File: config.mk
export PLATFORM = sky130hd
export DESIGN_NAME = fpx_reporter
export DESIGN_NICKNAME = d
export VERILOG_FILES = /design/src/rtl/fpx_pkg.sv /design/src/rtl/fpx_prio_pick.sv /design/src/rtl/fpx_imp_acc.sv /design/src/rtl/fpx_intr_ctl.sv /design/src/rtl/fpx_reporter.sv
export SDC_FILE = /design/constraint.sdc
export NUM_CORES = 1
export LEC_CHECK = 0
export BUFFER_PORTS_ARGS = -buffer_cell sky130_fd_sc_hd__buf_2
export CAP_MARGIN = 20
export CORE_MARGIN = 2
export CORE_UTILIZATION = 50
export CTS_BUF_LIST = sky130_fd_sc_hd__clkbuf_8
export CTS_CLUSTER_SIZE = 25
export DETAILED_ROUTE_END_ITERATION = 10
export GPL_TIMING_DRIVEN = 0
export PLACE_DENSITY = 0.87
export SETUP_SLACK_MARGIN = 0.3
export SKIP_CTS_REPAIR_TIMING = 1
export SLEW_MARGIN = 20
export SYNTH_ARGS = -nofsm -noshare
export SYNTH_HDL_FRONTEND = slang
export SYNTH_SLANG_ARGS = --single-unit
File: constraint.sdc
create_clock -name clk_i -period 3.8 [get_ports clk_i]
set_input_delay 0.57 -clock clk_i [delete_from_list [all_inputs] [get_ports clk_i]]
set_output_delay 0.57 -clock clk_i [all_outputs]
set_load 0.02 [all_outputs]
File: src/rtl/fpx_pkg.sv
package fpx_pkg;
  typedef enum logic [1:0] {
    RD_NONE = 2'd0,
    RD_TRAP = 2'd1,
    RD_RET  = 2'd2
  } redir_kind_e;
endpackage

File: src/rtl/fpx_prio_pick.sv
module fpx_prio_pick #(
  parameter int NTYPE = 4
) (
  input  logic [NTYPE-1:0] act_i,
  input  logic [NTYPE-1:0] en_i,
  output logic [NTYPE-1:0] win_o,
  output logic [NTYPE-1:0] rec_o,
  output logic             hit_o
);
  logic [NTYPE-1:0] cand;
  logic             seen;

  assign cand  = act_i & en_i;
  assign hit_o = |cand;

  // walk from highest priority; everything below the first enabled hit is masked
  always_comb begin
    seen  = 1'b0;
    win_o = '0;
    rec_o = '0;
    for (int i = NTYPE - 1; i >= 0; i--) begin
      win_o[i] = cand[i] & ~seen;
      rec_o[i] = act_i[i] & ~seen;
      seen     = seen | cand[i];
    end
  end
endmodule

File: src/rtl/fpx_imp_acc.sv
module fpx_imp_acc #(
  parameter int NTYPE = 4
) (
  input  logic             clk_i,
  input  logic             rst_ni,
  input  logic [NTYPE-1:0] add_i,
  input  logic             sync_i,
  input  logic [NTYPE-1:0] en_i,
  output logic [NTYPE-1:0] merged_o,
  output logic             irq_o
);
  logic [NTYPE-1:0] pend_q;

  assign merged_o = pend_q | add_i;
  assign irq_o    = sync_i & |(merged_o & en_i);

  always_ff @(posedge clk_i or negedge rst_ni) begin
    if (!rst_ni)     pend_q <= '0;
    else if (sync_i) pend_q <= '0;
    else             pend_q <= merged_o;
  end


  pend_clear_chk: assert property (@(posedge clk_i) disable iff (!rst_ni)
    sync_i |=> pend_q == '0);
endmodule

File: src/rtl/fpx_intr_ctl.sv
module fpx_intr_ctl
  import fpx_pkg::*;
#(
  parameter int              AW          = 32,
  parameter int              MW          = 8,
  parameter int              EE_BIT      = 1,
  parameter int              FE_BIT      = 0,
  parameter logic [MW-1:0]   MSR_RST     = 8'hA3,
  parameter logic [AW-1:0]   HANDLER_VEC = 32'h0000_0700
) (
  input  logic          clk_i,
  input  logic          rst_ni,
  input  logic          take_i,
  input  logic          rfi_i,
  input  logic [AW-1:0] nia_i,
  output logic [MW-1:0] msr_o,
  output logic [AW-1:0] saved_nia_o,
  output logic [MW-1:0] saved_msr_o,
  output logic          redir_vld_o,
  output logic [AW-1:0] redir_addr_o
);
  localparam logic [MW-1:0] CLR_MASK = ~((MW'(1) << EE_BIT) | (MW'(1) << FE_BIT));

  redir_kind_e kind;

  always_comb begin
    if (take_i)     kind = RD_TRAP;
    else if (rfi_i) kind = RD_RET;
    else            kind = RD_NONE;
  end

  always_ff @(posedge clk_i or negedge rst_ni) begin
    if (!rst_ni) begin
      msr_o        <= MSR_RST;
      saved_nia_o  <= '0;
      saved_msr_o  <= '0;
      redir_vld_o  <= 1'b0;
      redir_addr_o <= '0;
    end else begin
      redir_vld_o <= (kind != RD_NONE);
      unique case (kind)
        RD_TRAP: begin
          saved_nia_o  <= nia_i;
          saved_msr_o  <= msr_o;
          msr_o        <= msr_o & CLR_MASK;
          redir_addr_o <= HANDLER_VEC;
        end
        RD_RET: begin
          msr_o        <= saved_msr_o;
          redir_addr_o <= saved_nia_o;
        end
        default: ;
      endcase
    end
  end


  entry_msr_chk: assert property (@(posedge clk_i) disable iff (!rst_ni)
    take_i |=> !msr_o[EE_BIT] && !msr_o[FE_BIT] && saved_msr_o == $past(msr_o));

  entry_nia_chk: assert property (@(posedge clk_i) disable iff (!rst_ni)
    take_i |=> saved_nia_o == $past(nia_i) && redir_addr_o == HANDLER_VEC);

  ret_chk: assert property (@(posedge clk_i) disable iff (!rst_ni)
    (rfi_i && !take_i) |=> msr_o == $past(saved_msr_o) && redir_vld_o);
endmodule

File: src/rtl/fpx_reporter.sv
module fpx_reporter #(
  parameter int                NTYPE       = 4,
  parameter int                AW          = 32,
  parameter int                MW          = 8,
  parameter int                EE_BIT      = 1,
  parameter int                FE_BIT      = 0,
  parameter logic [MW-1:0]     MSR_RST     = 8'hA3,
  parameter logic [AW-1:0]     HANDLER_VEC = 32'h0000_0700
) (
  input  logic             clk_i,
  input  logic             rst_ni,
  input  logic             cmt_vld_i,
  input  logic             cmt_fp_i,
  input  logic             cmt_imp_i,
  input  logic [NTYPE-1:0] cmt_exc_i,
  input  logic [NTYPE-1:0] exc_en_i,
  input  logic [AW-1:0]    nia_i,
  input  logic             sync_i,
  input  logic             rfi_i,
  input  logic             young_vld_i,
  input  logic             long_busy_i,
  output logic [MW-1:0]    msr_o,
  output logic [AW-1:0]    saved_nia_o,
  output logic [MW-1:0]    saved_msr_o,
  output logic             redirect_vld_o,
  output logic [AW-1:0]    redirect_addr_o,
  output logic [NTYPE-1:0] exc_syn_o,
  output logic [NTYPE-1:0] fpsr_o,
  output logic             flush_young_o,
  output logic             stall_o
);
  logic             busy;
  logic             cmt_ok;
  logic [NTYPE-1:0] act;
  logic [NTYPE-1:0] win;
  logic [NTYPE-1:0] rec;
  logic             hit;
  logic             prec_take;
  logic [NTYPE-1:0] imp_add;
  logic             sync_eff;
  logic [NTYPE-1:0] merged;
  logic             sync_irq;
  logic             take;
  logic             rfi_eff;

  // cycle after a redirect: younger work is gone, inputs are dropped
  assign busy   = redirect_vld_o;
  assign cmt_ok = cmt_vld_i & cmt_fp_i & ~busy;
  assign act    = cmt_ok ? cmt_exc_i : '0;

  fpx_prio_pick #(.NTYPE(NTYPE)) i_pick (
    .act_i (act),
    .en_i  (exc_en_i),
    .win_o (win),
    .rec_o (rec),
    .hit_o (hit)
  );

  assign prec_take = hit & ~cmt_imp_i;
  assign imp_add   = cmt_imp_i ? rec : '0;
  assign sync_eff  = sync_i & ~busy & ~prec_take;

  fpx_imp_acc #(.NTYPE(NTYPE)) i_acc (
    .clk_i    (clk_i),
    .rst_ni   (rst_ni),
    .add_i    (imp_add),
    .sync_i   (sync_eff),
    .en_i     (exc_en_i),
    .merged_o (merged),
    .irq_o    (sync_irq)
  );

  assign take    = prec_take | sync_irq;
  assign rfi_eff = rfi_i & ~busy;

  fpx_intr_ctl #(
    .AW(AW), .MW(MW), .EE_BIT(EE_BIT), .FE_BIT(FE_BIT),
    .MSR_RST(MSR_RST), .HANDLER_VEC(HANDLER_VEC)
  ) i_ctl (
    .clk_i        (clk_i),
    .rst_ni       (rst_ni),
    .take_i       (take),
    .rfi_i        (rfi_eff),
    .nia_i        (nia_i),
    .msr_o        (msr_o),
    .saved_nia_o  (saved_nia_o),
    .saved_msr_o  (saved_msr_o),
    .redir_vld_o  (redirect_vld_o),
    .redir_addr_o (redirect_addr_o)
  );

  always_ff @(posedge clk_i or negedge rst_ni) begin
    if (!rst_ni) begin
      exc_syn_o <= '0;
      fpsr_o    <= '0;
    end else begin
      if (prec_take)     exc_syn_o <= win;
      else if (sync_irq) exc_syn_o <= merged;
      fpsr_o <= fpsr_o | (cmt_imp_i ? '0 : rec) | (sync_eff ? merged : '0);
    end
  end

  assign flush_young_o = take & young_vld_i;
  assign stall_o       = long_busy_i & |exc_en_i;


  redir_pulse_chk: assert property (@(posedge clk_i) disable iff (!rst_ni)
    redirect_vld_o |=> !redirect_vld_o);

  syn_onehot_chk: assert property (@(posedge clk_i) disable iff (!rst_ni)
    prec_take |=> $onehot(exc_syn_o) && redirect_vld_o);

  nonfp_quiet_chk: assert property (@(posedge clk_i) disable iff (!rst_ni)
    (cmt_vld_i && !cmt_fp_i && !sync_i) |=> $stable(fpsr_o));

  imp_no_trap_chk: assert property (@(posedge clk_i) disable iff (!rst_ni)
    (cmt_imp_i && !sync_i && !rfi_i) |=> !redirect_vld_o);
endmodule

After elaboration in Yosys (flattened, before gate mapping)
Cells that the tools add are included.

Bits in registers: 93. Latch bits: 0. Bits in writable memories: 0. Memory bits (read-only): 0. Input bits: 49. Output and inout port bits: 91. Logic and storage cells: 59. Memories kept: 0.

$add $sub $neg: 0. $mul: 0. Divide/modulo/power cells: 0. Magnitude comparators: 0. Equality and inequality tests: 2. Shifts and indexed selects: 0. Multiplexer cells: 11. Bitwise gates (word level): 30. Reductions and logical operators: 7.

Operator list (number): $pmux 32 s2 (1); $mux 4 (7); $pmux 8 s2 (1); $and 1x1->1 (15); $or 4x4->4 (3); $reduce_or 4->1 (3); $and 4x4->4 (2); $not 1->1 (7); $reduce_bool 2->1 (3); $mux 2 (2); $or 1x1->1 (3); $eq 2x1->1 const B (1); $eq 2x2->1 const B (1); $reduce_and 2->1 (1).

Longest topological paths before layout
Depth after elaboration: 18. Depth in mapped cells: 8. Mapped depth without buffers: 5.

Cells and area by module
From an unflattened synthesis, not the netlist that was laid out.

Cells, all modules: 283. Area total of the unflattened synthesis: 4027.6 µm².

By module, submodules not included: fpx_intr_ctl (times used 1, cells each 210, area each 3240.6 µm², seq. area each 2031.9 µm²); fpx_reporter (times used 1, cells each 42, area each 514.2 µm², seq. area each 200.2 µm²); fpx_imp_acc (times used 1, cells each 18, area each 187.7 µm², seq. area each 100.1 µm²); fpx_prio_pick (times used 1, cells each 13, area each 85.1 µm², seq. area each 0.0 µm²).

Worst setup path before layout
Ideal clock, no wire load.

Kind: input -> output. From: input exc_en_i[2]. To: output flush_young_o. Arrival time: 1.875 ns. Required time: 3.230 ns. Path slack: 1.355 ns. Stages: 6. Buffers on the path: 1. Cells stage by stage: a22o_2 > nor4_2 > nor3_4 > o21ai_4 > buf_6 > and2_1.

Word-level cells in the longest chain between the ends: 12. Elaborated cells between the ends (all ways): 18. Those cells by class: mux (1); bitwise (15); reduce/logical (2).

Ends and longest elaborated chain: start: declaration (line fpx_reporter.sv:16) `input logic [NTYPE-1:0] exc_en_i,`; $and 4x4->4 (line fpx_prio_pick.sv:13) `assign cand = act_i & en_i;`; $or 1x1->1 (2 in a row) (line fpx_prio_pick.sv:24) `seen = seen | cand[i];`; $not 1->1 (line fpx_prio_pick.sv:23) `rec_o[i] = act_i[i] & ~seen;`; $and 1x1->1 (line fpx_prio_pick.sv:23); $mux 4 (line fpx_reporter.sv:60) `assign imp_add = cmt_imp_i ? rec : '0;`; $or 4x4->4 (line fpx_imp_acc.sv:14) `assign merged_o = pend_q | add_i;`; $and 4x4->4 (line fpx_imp_acc.sv:15) `assign irq_o = sync_i & |(merged_o & en_i);`; $reduce_or 4->1 (line fpx_imp_acc.sv:15); $and 1x1->1 (line fpx_imp_acc.sv:15); $or 1x1->1 * (line fpx_reporter.sv:73) `assign take = prec_take | sync_irq;`; $and 1x1->1 * (line fpx_reporter.sv:103) `assign flush_young_o = take & young_vld_i;`; end: declaration (line fpx_reporter.sv:29) `output logic flush_young_o,`.

Every way passes the cells marked *; elsewhere a longest branch is shown, timed or not.

Worst setup path after layout
From: register i_ctl.redir_vld_o. To: output flush_young_o.

Word-level cells in the longest chain between the ends: 15. Elaborated cells between the ends (all ways): 24. Those cells by class: mux (2); bitwise (20); reduce/logical (2).

Ends and longest elaborated chain: start: declaration (line fpx_intr_ctl.sv:19) `output logic redir_vld_o,`; start signal: assignment (line fpx_intr_ctl.sv:40) `redir_vld_o <= (kind != RD_NONE);`; $not 1->1 * (line fpx_reporter.sv:48, fpx_reporter.sv:61); $and 1x1->1 (line fpx_reporter.sv:48) `assign cmt_ok = cmt_vld_i & cmt_fp_i & ~busy;`; $mux 4 (line fpx_reporter.sv:49) `assign act = cmt_ok ? cmt_exc_i : '0;`; $and 4x4->4 (line fpx_prio_pick.sv:13); $or 1x1->1 (2 in a row) (line fpx_prio_pick.sv:24); $not 1->1 (line fpx_prio_pick.sv:23); $and 1x1->1 (line fpx_prio_pick.sv:23); $mux 4 (line fpx_reporter.sv:60); $or 4x4->4 (line fpx_imp_acc.sv:14); $and 4x4->4 (line fpx_imp_acc.sv:15); $reduce_or 4->1 (line fpx_imp_acc.sv:15); $and 1x1->1 (line fpx_imp_acc.sv:15); $or 1x1->1 * (line fpx_reporter.sv:73); $and 1x1->1 * (line fpx_reporter.sv:103).

Marks and branches as above.

==> results.toml <==
[setup_path]
arrival_ns = 2.40
cp-start-kind = "flop"
worst_ep_required_time_ns = 3.23
crit_fanout = 10
cp-end-kind = "output pin"
crit_type = "flop to output pin"

[routing]
route.met2.wl_um = 4850
wl_um = 9660
ant_nets = 0
wl_met3_um = 454
wl_per_cell_um = 16.2
drt-pass1-iter-count = 4
drt-met1-wl_um = 4170
post_drt_via_cell_ratio = 5.28
routed.top_layer = "met4"
drt-initial-drc-count = 104
drc = 0
vias = 3144

[floorplanning]
coreArea_um2 = 8090
initial_utilization_pct = 50.6
rows = 33
die_y_um = 94.5
dieArea_um2 = 8940
ios = 140
die_w_um = 94.5

[cts]
cts_tree = "yes"
cts-buffers-inserted = 9
htree_levels = 3
cts_sinks = 93
cts_root_buf = "clkbuf_8"
path_clk_slew_ns = 0.10
clk_latency_ns = 0.36
clock_path_buffers = 2

[timing]
setup_viol = 0
hold_viol = 0
worst_pin_slew_ns = 0.594
rsz0062_at_grt = "false"
fmax_mhz = 336
maxSlewViolCount = 0
fin_skew_ns = 0.0170
period_needed_ns = 2.97
fin_crit_sh_pct = 78.2
slew_headroom_pct = 60.2
finalSetupTns_ns = 0

[logic_synthesis]
avgSynthCellArea_um2 = 12.3
postSynth.asyncResetShare_pct = 100
yosysWarningCount = 0
synth_fp_nets = 383
netlist_area_um2 = 4100
synth-seq-cells = 93
ys_types = 47
synth_edf_count = 0
syn_inst = 334
synthFlopType = "dfrtp_1"
seq_area_frac_synth_pct = 56.9

[grt]
grt_start_max_net_pins = 61
grt-ovfl-total = 0
antenna_found_initial = 0
track_usage_pct = 22.0
grt_pass1_vias = 3082
grt_pass1_wl_um = 15200

[run]
drv_cap = 0

[placed_design]
globalplace.congestion = 0.847
portBuffers = 139
hpwl_um = 7080
place_area_um2 = 4950

[worst_hold_path]
hp-class = "input pin to async pin"

[pwr]
vdd_drop_max_uv = 387
powerDensity_nw_per_um2 = 749
p_leak_nw = 2.58

[finish]
syn2layout_area_growth_pct = 26.4
drive_above_1_share_pct = 45.3
antenna_cells = 0
fin_area_um2 = 5180
final_nets = 534

[status]
status = "complete, no violations"
-- path summary, 6_finish.rpt --
path / endpoint / slack, ns / depth (start not counted) / startpoint
max: flush_young_o / 0.83 / 7 / i_ctl.redir_vld_o
min: fpsr_o[0] / 0.16 / 1 / rst_ni
max reg2reg: i_ctl.saved_nia_o[6] / 1.59 / 6 / i_ctl.redir_vld_o
min reg2reg: fpsr_o[3] / 0.48 / 1 / fpsr_o[3]
max in group asynchronous: i_ctl.msr_o[1] / 2.95 / 2 / rst_ni
min in group clk_i: i_ctl.saved_nia_o[8] / 0.44 / 2 / nia_i[8]
-- critical path, cell delays in order, from the launching register on --
cell	delay [ns]
dfrtp_1	0.45
nand3b_4	0.22
a311oi_2	0.55
nor3_4	0.13
o21ai_4	0.21
buf_6	0.22
and2_1	0.12
buf_2	0.15
-- layer usage --
metal  vias to the layer above  GRT usage (%)
li1                       1461              -
met1                      1564           29.1
met2                       103           36.6
met3                        16           3.91
met4                         0           8.09
met5                         -              0
-- flip-flops by register name (all words and copies together) (netlist names) --
name / flops
fpsr_o: 4
i_acc.pend_q: 4
exc_syn_o: 4
i_ctl.redir_vld_o: 1
i_ctl.redir_addr_o: 32
i_ctl.saved_nia_o: 32
i_ctl.saved_msr_o: 8
i_ctl.msr_o: 8
-- Yosys cell counts, types with 2 or more instances --
cell	n	share of area (%)
dfrtp_1	89	54
nand2_1	81	7.4
mux2_4	38	14
a21oi_1	34	4.2
clkbuf_1	9	0.82
nor2_1	8	0.73
o2bb2ai_1	6	1.3
buf_12	4	2.0
buf_6	4	1.1
dfstp_2	4	2.6
nand3_1	4	0.49
o21bai_1	4	0.73
a222oi_1	3	0.73
a31oi_1	3	0.46
inv_1	3	0.27
a211oi_1	2	0.37
a22oi_1	2	0.37
and2_1	2	0.31
and3_1	2	0.31
mux2_2	2	0.55
nand2b_1	2	0.31
nor3b_1	2	0.37
o211ai_1	2	0.37
-- cell type report --
class,instances,area [um2]
plain buffers,20,176
clock buffers,10,138
clock inverters,6,88.8
fillers,665,2910
inverters,3,11.3
multi-input cells,218,1580
flip-flops and latches,93,2330
well taps,105,131
repair buffers,140,726
-- report_power, final --
group | switching [W] | internal [W] | total [W]
combinational | 0.000895 | 0.000653 | 0.00155
sequential | 0.000252 | 0.00135 | 0.00160
clock | 0.000343 | 0.000389 | 0.000732
total | 0.00149 | 0.00239 | 0.00388
-- cell usage in the layout, fill, tap and decap left out, types with 3 or more instances in the layout --
cell type  Yosys  layout
a222oi_1       3       3
mux2_4        38      38
buf_12         4       4
nor2_1         8       8
dfstp_2        4       4
buf_6          4       4
o2bb2ai_1      6       6
o21bai_1       4       4
buf_2          1     139
inv_1          3       4
a21oi_1       34      34
a31oi_1        3       3
nand2_1       81      81
clkbuf_8       0      10
clkbuf_1       9       9
dfrtp_1       89      89
nand3_1        4       4
-- cell families after synthesis --
family	synth area share [%]
DFF	56.9
and+or+nand+nor	11.8
buffers and inverters	4.58
muxes	14.5
AOI/OAI and AO/OA	12.2
-- metrics by stage --
| stage | total power [W] | cells | setup WS, ns | hold slack [ns] | util (%) |
|---|---|---|---|---|---|
| finish | 0.00388 | 595 | 0.827 | 0.159 | 64.0 |
| global route | 0.00411 | 595 | 0.698 | 0.172 | 64.0 |
| CTS | 0.00391 | 595 | 0.807 | 0.166 | 64.0 |
| detailed placement | 0.00318 | 579 | 0.954 | 0.461 | 61.2 |
| global placement | 0.00311 | 578 | 0.960 | 0.457 | 60.9 |
| floorplan | 0.00260 | 334 | 1.36 | 0.274 | - |
No activity file was read; power rests on OpenSTA's default activity.
